### src/rtl/tmr_pkg.sv
// Shared offsets, bit positions and the channel configuration type of the event timer.
// Assumes byte offsets on a 12-bit address and a counter width of 32 to 64 bits.
package tmr_pkg;
    localparam int ADDR_W = 12;

    localparam logic [ADDR_W-1:0] OFS_CAP  = 12'h000;
    localparam logic [ADDR_W-1:0] OFS_GCFG = 12'h010;
    localparam logic [ADDR_W-1:0] OFS_STS  = 12'h020;
    localparam logic [ADDR_W-1:0] OFS_CNT  = 12'h0F0;
    localparam logic [ADDR_W-1:0] OFS_CCFG = 12'h100;
    localparam logic [ADDR_W-1:0] OFS_CMP  = 12'h108;

    localparam int GBIT_RUN = 0;
    localparam int GBIT_LEG = 1;

    // Packed so that bit 0 = irq enable, 1 = periodic, 2 = set-value, 3 = force-32.
    typedef struct packed {
        logic w32;
        logic setv;
        logic per;
        logic ie;
    } chan_cfg_t;
endpackage

### src/rtl/tmr_main_counter.sv
// Main counter of the event timer. It counts up by one per clock while run is high.
// A load takes priority over counting. Reset is synchronous, active low, and clears the count.
module tmr_main_counter #(
    parameter int CNT_W = 64
) (
    input  logic             clk,
    input  logic             rst_n,
    input  logic             run,
    input  logic             ld,
    input  logic [CNT_W-1:0] ld_val,
    output logic [CNT_W-1:0] cnt
);
    // Count register: reset, load, or step.
    always_ff @(posedge clk) begin
        if (!rst_n)
            cnt <= '0;
        else if (ld)
            cnt <= ld_val;
        else if (run)
            cnt <= cnt + CNT_W'(1);
    end
endmodule

### src/rtl/tmr_channel.sv
// One comparator channel: configuration, comparator, period, set-value sequencing,
// match detection and the sticky status bit.
// Assumes 32 <= CNT_W <= 64. The caller decodes the strobes (cfg_we, cmp_we, sts_clr).
module tmr_channel
    import tmr_pkg::*;
#(
    parameter int CNT_W = 64
) (
    input  logic             clk,
    input  logic             rst_n,
    input  logic             run,
    input  logic [CNT_W-1:0] cnt,
    input  logic             cfg_we,
    input  chan_cfg_t        cfg_wd,
    input  logic             cmp_we,
    input  logic [CNT_W-1:0] cmp_wd,
    input  logic             sts_clr,
    output chan_cfg_t        cfg,
    output logic [CNT_W-1:0] cmp,
    output logic [CNT_W-1:0] per,
    output logic             per_next,
    output logic             sts,
    output logic             hit
);
    localparam logic [CNT_W-1:0] LOW_MASK = CNT_W'(64'hFFFF_FFFF);

    // Keep only the low 32 bits when narrow is set.
    function automatic logic [CNT_W-1:0] trim(input logic [CNT_W-1:0] v, input logic narrow);
        return narrow ? (v & LOW_MASK) : v;
    endfunction

    logic             load_cmp;
    logic             load_per;
    logic [CNT_W-1:0] wd_trim;
    logic [CNT_W-1:0] reload;

    // Match detection, write steering and the next periodic expiry.
    always_comb begin
        hit      = run && cfg.ie && (trim(cnt, cfg.w32) == trim(cmp, cfg.w32));
        load_cmp = cmp_we && (cfg.setv || !per_next);
        load_per = cmp_we && !cfg.setv;
        wd_trim  = trim(cmp_wd, cfg.w32);
        reload   = trim(cmp + per, cfg.w32);
    end

    // Configuration register; set-value clears itself on the comparator write that uses it.
    always_ff @(posedge clk) begin
        if (!rst_n)
            cfg <= '0;
        else if (cfg_we)
            cfg <= cfg_wd;
        else if (cmp_we && cfg.setv)
            cfg.setv <= 1'b0;
    end

    // Pending period-only write that follows a set-value comparator write.
    always_ff @(posedge clk) begin
        if (!rst_n)
            per_next <= 1'b0;
        else if (cfg_we)
            per_next <= 1'b0;
        else if (cmp_we)
            per_next <= cfg.setv;
    end

    // Comparator: a software write wins over the periodic re-arm.
    always_ff @(posedge clk) begin
        if (!rst_n)
            cmp <= '0;
        else if (load_cmp)
            cmp <= wd_trim;
        else if (hit && cfg.per)
            cmp <= reload;
    end

    // Period register.
    always_ff @(posedge clk) begin
        if (!rst_n)
            per <= '0;
        else if (load_per)
            per <= wd_trim;
    end

    // Sticky status bit: a new match wins over the write-one-to-clear.
    always_ff @(posedge clk) begin
        if (!rst_n)
            sts <= 1'b0;
        else
            sts <= (sts && !sts_clr) || hit;
    end
endmodule

### src/rtl/cmp_event_timer.sv
// Top of the event timer: register decode, global configuration, registered read
// mux and interrupt routing.
// Assumes single-cycle strobes and that read data is used one cycle after rd_en.
module cmp_event_timer
    import tmr_pkg::*;
#(
    parameter int CNT_W   = 64,
    parameter bit LEG_CAP = 1'b1
) (
    input  logic              clk,
    input  logic              rst_n,
    input  logic              wr_en,
    input  logic              rd_en,
    input  logic [ADDR_W-1:0] addr,
    input  logic [CNT_W-1:0]  wdata,
    output logic [CNT_W-1:0]  rdata,
    output logic              irq_chan,
    output logic              irq_legacy
);
    localparam logic [CNT_W-1:0] CAP_WORD =
        CNT_W'({(CNT_W > 32) ? 1'b1 : 1'b0, LEG_CAP});

    logic             run;
    logic             leg;
    logic [CNT_W-1:0] cnt;
    chan_cfg_t        cfg;
    logic [CNT_W-1:0] cmp;
    logic [CNT_W-1:0] per;
    logic             per_next;
    logic             sts;
    logic             hit;
    logic             we_gcfg, we_cnt, we_ccfg, we_cmp, sts_clr;

    // Write decode.
    always_comb begin
        we_gcfg = wr_en && (addr == OFS_GCFG);
        we_cnt  = wr_en && (addr == OFS_CNT);
        we_ccfg = wr_en && (addr == OFS_CCFG);
        we_cmp  = wr_en && (addr == OFS_CMP);
        sts_clr = wr_en && (addr == OFS_STS) && wdata[0];
    end

    // Run bit of the global configuration.
    always_ff @(posedge clk) begin
        if (!rst_n)
            run <= 1'b0;
        else if (we_gcfg)
            run <= wdata[GBIT_RUN];
    end

    // The legacy route bit is stored only when the capability is present.
    generate
        if (LEG_CAP) begin : g_leg
            // Legacy route bit.
            always_ff @(posedge clk) begin
                if (!rst_n)
                    leg <= 1'b0;
                else if (we_gcfg)
                    leg <= wdata[GBIT_LEG];
            end
        end else begin : g_noleg
            assign leg = 1'b0;
        end
    endgenerate

    tmr_main_counter #(.CNT_W(CNT_W)) u_cnt (
        .clk    (clk),
        .rst_n  (rst_n),
        .run    (run),
        .ld     (we_cnt),
        .ld_val (wdata),
        .cnt    (cnt)
    );

    tmr_channel #(.CNT_W(CNT_W)) u_ch (
        .clk      (clk),
        .rst_n    (rst_n),
        .run      (run),
        .cnt      (cnt),
        .cfg_we   (we_ccfg),
        .cfg_wd   (chan_cfg_t'(wdata[3:0])),
        .cmp_we   (we_cmp),
        .cmp_wd   (wdata),
        .sts_clr  (sts_clr),
        .cfg      (cfg),
        .cmp      (cmp),
        .per      (per),
        .per_next (per_next),
        .sts      (sts),
        .hit      (hit)
    );

    // Registered read mux; unmapped offsets read as zero.
    always_ff @(posedge clk) begin
        if (!rst_n)
            rdata <= '0;
        else if (rd_en) begin
            case (addr)
                OFS_CAP:  rdata <= CAP_WORD;
                OFS_GCFG: rdata <= CNT_W'({leg, run});
                OFS_STS:  rdata <= CNT_W'(sts);
                OFS_CNT:  rdata <= cnt;
                OFS_CCFG: rdata <= CNT_W'(cfg);
                OFS_CMP:  rdata <= cmp;
                default:  rdata <= '0;
            endcase
        end
    end

    // Interrupt routing between the normal and legacy outputs.
    always_comb begin
        irq_chan   = sts && cfg.ie && !leg;
        irq_legacy = sts && cfg.ie && leg;
    end
endmodule

### config.mk
export PLATFORM = sky130hd
export DESIGN_NAME = cmp_event_timer
export DESIGN_NICKNAME = d
export VERILOG_FILES = /design/src/rtl/tmr_pkg.sv /design/src/rtl/tmr_main_counter.sv /design/src/rtl/tmr_channel.sv /design/src/rtl/cmp_event_timer.sv
export SDC_FILE = /design/constraint.sdc
export NUM_CORES = 1
export LEC_CHECK = 0
export BUFFER_PORTS_ARGS = -buffer_cell sky130_fd_sc_hd__buf_2
export CORE_UTILIZATION = 55
export DETAILED_ROUTE_END_ITERATION = 8
export PLACE_DENSITY = 0.8
export REMOVE_ABC_BUFFERS = 1
export SLEW_MARGIN = 10
export SYNTH_ARGS = -nofsm -noshare
export SYNTH_HDL_FRONTEND = slang
export SYNTH_SLANG_ARGS = --single-unit
export TNS_END_PERCENT = 20
### constraint.sdc
create_clock -name clk -period 8.4 [get_ports clk]
set_clock_uncertainty 0.1 [all_clocks]
set_input_delay 0.42 -clock clk [delete_from_list [all_inputs] [get_ports clk]]
set_output_delay 0.42 -clock clk [all_outputs]
set_load 0.02 [all_outputs]
Word-level counts from Yosys, hierarchy flattened
Cells that the tools add are included.
Widths: inputs -> output; s select.
{"block": "word_totals", "wordCells": 59, "reg_bits": 264, "inputBits": 80}
{"block": "op_classes", "eq_ne": 6, "muxes": 11, "bitwise": 1, "n_reduce_logical": 27, "addsub": 2}
{"operator": "$mux 64", "count": 8}
{"operator": "$pmux 64 s6", "count": 1}
{"operator": "$add 64x1->64 const B", "count": 1}
{"operator": "$add 64x64->64", "count": 1}
{"operator": "$eq 64x64->1", "count": 1}
{"operator": "$eq 12x9->1 const B", "count": 2}
{"operator": "$logic_and 1x1->1", "count": 16}
{"operator": "$eq 12x5->1 const B", "count": 1}
{"operator": "$eq 12x6->1 const B", "count": 1}
{"operator": "$eq 12x8->1 const B", "count": 1}
{"operator": "$logic_not 12->1", "count": 1}
{"operator": "$reduce_bool 2->1", "count": 3}
{"operator": "$logic_not 1->1", "count": 4}
{"operator": "$logic_or 1x1->1", "count": 2}
{"operator": "$mux 1", "count": 2}
{"operator": "$reduce_or 2->1", "count": 1}
{"operator": "$not 1->1", "count": 1}

Logic depth before layout (Yosys ltp)
{"block": "depth", "word_depth": 6, "depth_mapped": 13, "ltp_nobuf": 12}

Modules after synthesis
From an unflattened synthesis, not the netlist that was laid out.
{"block": "hier_totals", "cells_unflattened": 2261, "hier_area_um2": 17420.5}
{"mod": "tmr_channel", "instances": 1, "area_per_inst_um2": 10381.2, "cells_per_inst": 1382}
{"mod": "tmr_main_counter", "instances": 1, "area_per_inst_um2": 3809.9, "cells_per_inst": 486}
{"mod": "cmp_event_timer", "instances": 1, "area_per_inst_um2": 3229.3, "cells_per_inst": 393}

Least setup slack after synthesis
Ideal clock, no wire load.
{"block": "synth_timing", "kind": "reg-to-reg", "startpoint": "reg u_ch.cmp[0]", "endpoint": "reg u_ch.cmp[62]", "setup_time_ps": 125, "slack_ps": 5558, "t_arrival_ps": 2617, "path_stages_with_launch": 13, "required_time_ps": 8175, "synth_period_minus_slack_ps": 2842, "cell_sequence": "dfxtp_1 > ha_1 > fa_1 > a21oi_1 > nand4b_1 > a21oi_1 > o211ai_1 > a21oi_1 > a211oi_2 > o21ai_0 > a41oi_1 > xor2_1 > o21ai_0"}
{"block": "synth_between", "elab_chain_len": 5, "word_cells_on_any_way": 9, "classes_between": "add/sub (1); eq/ne (1); mux (4); reduce/logical (3)"}
{"element": "from (decl)", "line": "tmr_channel.sv:19", "rtl": "output logic [CNT_W-1:0] cmp,"}
{"element": "from (signal assigned)", "line": "tmr_channel.sv:71", "rtl": "cmp <= wd_trim;"}
{"element": "from (signal assigned)", "line": "tmr_channel.sv:73", "rtl": "cmp <= reload;"}
{"element": "parallel branches: the longest is 5 deep, another holds $add 64x64->64"}
Parallel ways; which one is timed is not known. The select of a mux whose other input is x is not followed.
A chain may end at the register's enable or synchronous reset.

Worst setup path in the final report
{"block": "layout_timing", "startpoint": "reg u_ch.cmp[58]", "endpoint": "reg u_ch.cmp[22]"}
{"block": "layout_between", "elab_chain_len": 5}
{"element": "$mux 64", "line": "tmr_channel.sv:29", "rtl": "return narrow ? (v & LOW_MASK) : v;"}
{"element": "$eq 64x64->1", "line": "tmr_channel.sv:39", "rtl": "hit = run && cfg.ie && (trim(cnt, cfg.w32) == trim(cmp, cfg.w32));"}
{"element": "$logic_and 1x1->1", "line": "tmr_channel.sv:39"}
{"element": "$logic_and 1x1->1", "line": "tmr_channel.sv:72", "rtl": "else if (hit && cfg.per)"}
{"element": "$reduce_bool 2->1 (no line)"}
No other way between the ends.

==> flow_results.org <==
** Synthesis
- Of all flip-flops after synthesis, the portion carrying an async set or reset was 0.
- Each instance of the synthesized netlist takes up on average 7.77 µm².
- Counting flops with a built-in enable in the synthesized netlist gives 0.
- The synthesized netlist occupies a cell area of 16,200 µm².
- Counting flops and latches in the post-synthesis netlist gives 264.
- Cell count after synthesis :: 2,083
- Synth unique cells :: 78
- The share of the Yosys chip area taken by registers is 0.327.
- Top FF cell, synth :: sky130_fd_sc_hd__dfxtp_1
- Ys Warns :: 0

** Setup path
- Critical path type :: reg2reg
- Max FO, Critical Path :: 45
- Arrival @ worst endpoint :: 4.66 ns
- Broken down by cell family, the worst path's largest delay share belongs to simple AND/OR/NAND/NOR gates.
- Cell with the biggest individual delay on the critical path :: sky130_fd_sc_hd__nor4_1
- For the worst setup path, the data required time is 8.81 ns.
- Crit path buf inv count :: 1
- STA classifies the critical path startpoint as a flop.
- The critical path goes through xnor2_1, nand4_1, nor4_1, a21oi_1, nor4_1, a21o_2, buf_4, o221ai_1, a21oi_1.
- Largest incremental delay on the critical path :: 0.84 ns
- Endpoint class of the critical path :: flop

** Placed design
- Cell count after placement :: 2,462
- Once detailed placement completed, the half-perimeter wirelength came to 38.1 mm.
- Worst setup timing slack at the placement stage :: 3.70 ns
- At the end of routability-driven placement, the weighted congestion stood at 0.972.
- Input and output buffers added on the ports amount to 145.

** Clocking
- Number of H-tree levels :: 1
- Buffers inserted by post-CTS timing repair :: 0
- Buffers inserted during clock tree synthesis total 29.
- Clock edge transition at the registers on the reported setup and hold paths :: 0.06 ns
- The clock reaches the later pin of the worst-skew pair after 0.59 ns.
- Buffer depth of the longest clock path :: 3
- The tree is rooted in a sky130_fd_sc_hd__clkbuf_16.
- Sinks on Clock Net :: 264
- CTS tree :: built

** Routing
- Dividing the detail-routed wire length by the instance count gives 21.6 µm.
- Total wire length after detailed routing :: 54.8 mm
- The first detailed-routing pass took 7 iterations.
- Residual antenna-violating net count after detailed routing :: 0
- Initial detailed-routing violation count :: 1,673
- In the routed design, unresolved DRC markers number 0.
- Via total after detailed routing :: 16,313
- Vias per inst :: 6.45

** Pwr
- Summed over all cells, the static leakage comes to 6.88 nW.
- Overall power consumption after layout is estimated at 2.71 mW.
- Peak supply drop :: 165 µV
- In this run the power density over the cells is 150 nW/µm².

** STA
- For the final routed database, the setup TNS stands at 0 ns.
- Final worst setup slack :: 4.15 ns
- # setup viols final :: 0
- Setup repair after global routing left no endpoint under its margin.
- Of the available clock period, the critical path in the final layout requires 0.506.
- The routed design could run at a clock period as short as 4.25 ns.
- The worst pin sits at a relative slew slack of 0.364.
- The final-report max-slew violation count came to 0.
- The final hold violation count was 0.
- Maximum clock frequency :: 235 MHz
- Transition time of the tightest slew-check pin :: 0.946 ns

** Die
- The die is 173 µm tall.
- 146 I/O pins were placed.
- The floorplan step defined a die boundary enclosing 30,100 µm².
- Row generation in the floorplan step produced 62 rows.
- Die Span X :: 173 µm
- For this configuration, the core starts out at a cell density of 0.562.
- The region available for standard cell placement spans 28,800 µm².

** Global routing
- After global routing the overflow that remains totals 0.
- Entering global routing, the biggest net connects 96 pins.
- The number of antenna violations at the first check in global routing is 1.
- The first global-routing pass estimated 86.0 mm of wire.
- Overall track demand over capacity in global routing :: 0.356
- Number of global-route vias before repair :: 15,493

** Layout
- In the layout the commonest cells are 264 x sky130_fd_sc_hd__dfxtp_1, 257 x sky130_fd_sc_hd__nand2_1, 219 x sky130_fd_sc_hd__nor2_1, 199 x sky130_fd_sc_hd__a21oi_1, 144 x sky130_fd_sc_hd__buf_2.
- Final net count :: 2,273
- Post-layout instance count excluding filler cells :: 2,530
- 0 antenna diodes ended up in the layout.
- Compared with the post-synthesis result, the final layout area differs by 11.4%.
- Layout cell share with drive strength beyond 1 :: 0.113
- Most frequent standard cell in the layout excluding fill and tap cells :: sky130_fd_sc_hd__dfxtp_1
- Counting the fill cells in the layout gives 2,619.

** Outcome
- Status :: complete, no violations

** Worst hold path
- The min-delay analysis places its worst path in the category in2reg.

** Run
- The tool flagged a number of max-cap violations equal to 0.
[stage by stage]
step / cell area (µm²) / util / hold slack (ns)
after floorplan: 15500 / - / 0.336
after global routing: 18000 / 0.626 / 0.0121
after global placement: 16900 / 0.587 / 0.342
after CTS: 18000 / 0.626 / 0.00101
final: 18000 / 0.626 / 0.0188
after detailed placement: 16900 / 0.587 / 0.349
[power by group]
group	total, mW	leakage [nW]	switching [mW]	internal (mW)
Sequential	1.27	2.14	0.00680	1.27
Combinational	0.135	4.29	0.0911	0.0442
Clock	1.30	0.456	0.557	0.744
[layout make-up]
class,count,area (µm²),share of cell area
clock buffers,38,779,0.0433
multi-input cells,1635,10200,0.566
inverters,17,68.8,0.00382
repair buffers,181,1050,0.0581
flip-flops and latches,264,5290,0.293
well taps,384,480,0.0267
clock inverters,11,155,0.00861
[kinds of logic after synthesis]
family,count (synthesis),share of synthesized area
xor+xnor,173,0.0937
fa+ha+maj,65,0.0507
flops,264,0.327
simple gates,723,0.206
compound gates,665,0.272
buf+inv,184,0.0450
mux,9,0.00557
[final timing paths]
kind                              from                   endpoint  slack (ns)  depth (start not counted)
max          u_ch.cmp[58]$_SDFFE_PN0P_  u_ch.cmp[22]$_SDFFE_PN0P_        4.15                          9
min                          wdata[14]  u_ch.per[14]$_SDFFE_PN0P_        0.02                          3
max reg2reg  u_ch.cmp[58]$_SDFFE_PN0P_  u_ch.cmp[22]$_SDFFE_PN0P_        4.15                          9
min reg2reg  u_ch.per[44]$_SDFFE_PN0P_  u_ch.per[44]$_SDFFE_PN0P_        0.35                          2
[cells in the mapped netlist, types with 4 or more instances]
| library cell | n | area share |
|---|---|---|
| sky130_fd_sc_hd__and3_1 | 20 | 0.0077 |
| sky130_fd_sc_hd__a21o_1 | 27 | 0.013 |
| sky130_fd_sc_hd__xor2_1 | 90 | 0.049 |
| sky130_fd_sc_hd__or2_2 | 7 | 0.0027 |
| sky130_fd_sc_hd__o21ai_0 | 99 | 0.031 |
| sky130_fd_sc_hd__nor3_1 | 20 | 0.0062 |
| sky130_fd_sc_hd__and2_1 | 11 | 0.0043 |
| sky130_fd_sc_hd__or3_1 | 13 | 0.0050 |
| sky130_fd_sc_hd__nand2b_1 | 4 | 0.0015 |
| sky130_fd_sc_hd__a211oi_1 | 120 | 0.056 |
| sky130_fd_sc_hd__a21oi_1 | 200 | 0.062 |
| sky130_fd_sc_hd__a22o_1 | 9 | 0.0049 |
| sky130_fd_sc_hd__a21boi_0 | 4 | 0.0019 |
| sky130_fd_sc_hd__a22oi_1 | 66 | 0.031 |
| sky130_fd_sc_hd__o22ai_1 | 5 | 0.0019 |
| sky130_fd_sc_hd__o221ai_1 | 6 | 0.0032 |
| sky130_fd_sc_hd__inv_1 | 16 | 0.0037 |
| sky130_fd_sc_hd__a221oi_1 | 6 | 0.0032 |
| sky130_fd_sc_hd__a311oi_1 | 10 | 0.0054 |
| sky130_fd_sc_hd__nor2b_1 | 4 | 0.0015 |
| sky130_fd_sc_hd__dfxtp_1 | 264 | 0.33 |
| sky130_fd_sc_hd__nor2_1 | 221 | 0.051 |
| sky130_fd_sc_hd__a31oi_1 | 13 | 0.0050 |
| sky130_fd_sc_hd__nand2_1 | 258 | 0.060 |
| sky130_fd_sc_hd__o211ai_1 | 20 | 0.0093 |
| sky130_fd_sc_hd__nand3_1 | 50 | 0.015 |
| sky130_fd_sc_hd__nand3b_1 | 33 | 0.015 |
| sky130_fd_sc_hd__buf_1 | 4 | 0.00093 |
| sky130_fd_sc_hd__clkbuf_1 | 139 | 0.032 |
| sky130_fd_sc_hd__o21bai_1 | 13 | 0.0060 |
| sky130_fd_sc_hd__o21a_1 | 11 | 0.0051 |
| sky130_fd_sc_hd__and4_1 | 7 | 0.0038 |
| sky130_fd_sc_hd__o211a_1 | 12 | 0.0074 |
| sky130_fd_sc_hd__nand4_1 | 48 | 0.019 |
| sky130_fd_sc_hd__buf_2 | 21 | 0.0065 |
| sky130_fd_sc_hd__nor4_1 | 14 | 0.0054 |
| sky130_fd_sc_hd__o31ai_1 | 5 | 0.0023 |
| sky130_fd_sc_hd__ha_1 | 64 | 0.050 |
| sky130_fd_sc_hd__xnor2_1 | 83 | 0.045 |
| sky130_fd_sc_hd__mux2i_1 | 9 | 0.0056 |
[tightest hold or removal path: stages]
cell	delay [ns]
sky130_fd_sc_hd__buf_2	0.13
sky130_fd_sc_hd__nand2_1	0.06
sky130_fd_sc_hd__a21oi_1	0.05
[what timing repair did]
action	in CTS	in global routing
resized for setup	0	0
hold buffers	19	0
hold endpoints to repair	19	0
[state kept, by name, summed over array words and instances (netlist names)]
register	flops
rdata	64
u_ch.cmp	64
u_ch.per	64
u_cnt.cnt	64
u_ch.cfg	4
leg	1
run	1
u_ch.per_next	1
u_ch.sts	1
[per-layer routing]
metal | vias to the layer above | global-route usage | wire length, µm
met5 | - | 0 | 0
li1 | 7640 | - | -
met4 | 0 | 0.197 | 3250
met2 | 760 | 0.597 | 25500
met3 | 183 | 0.0390 | 3830
met1 | 7730 | 0.445 | 22200
Note: power is estimated with default switching activity, not from simulation.
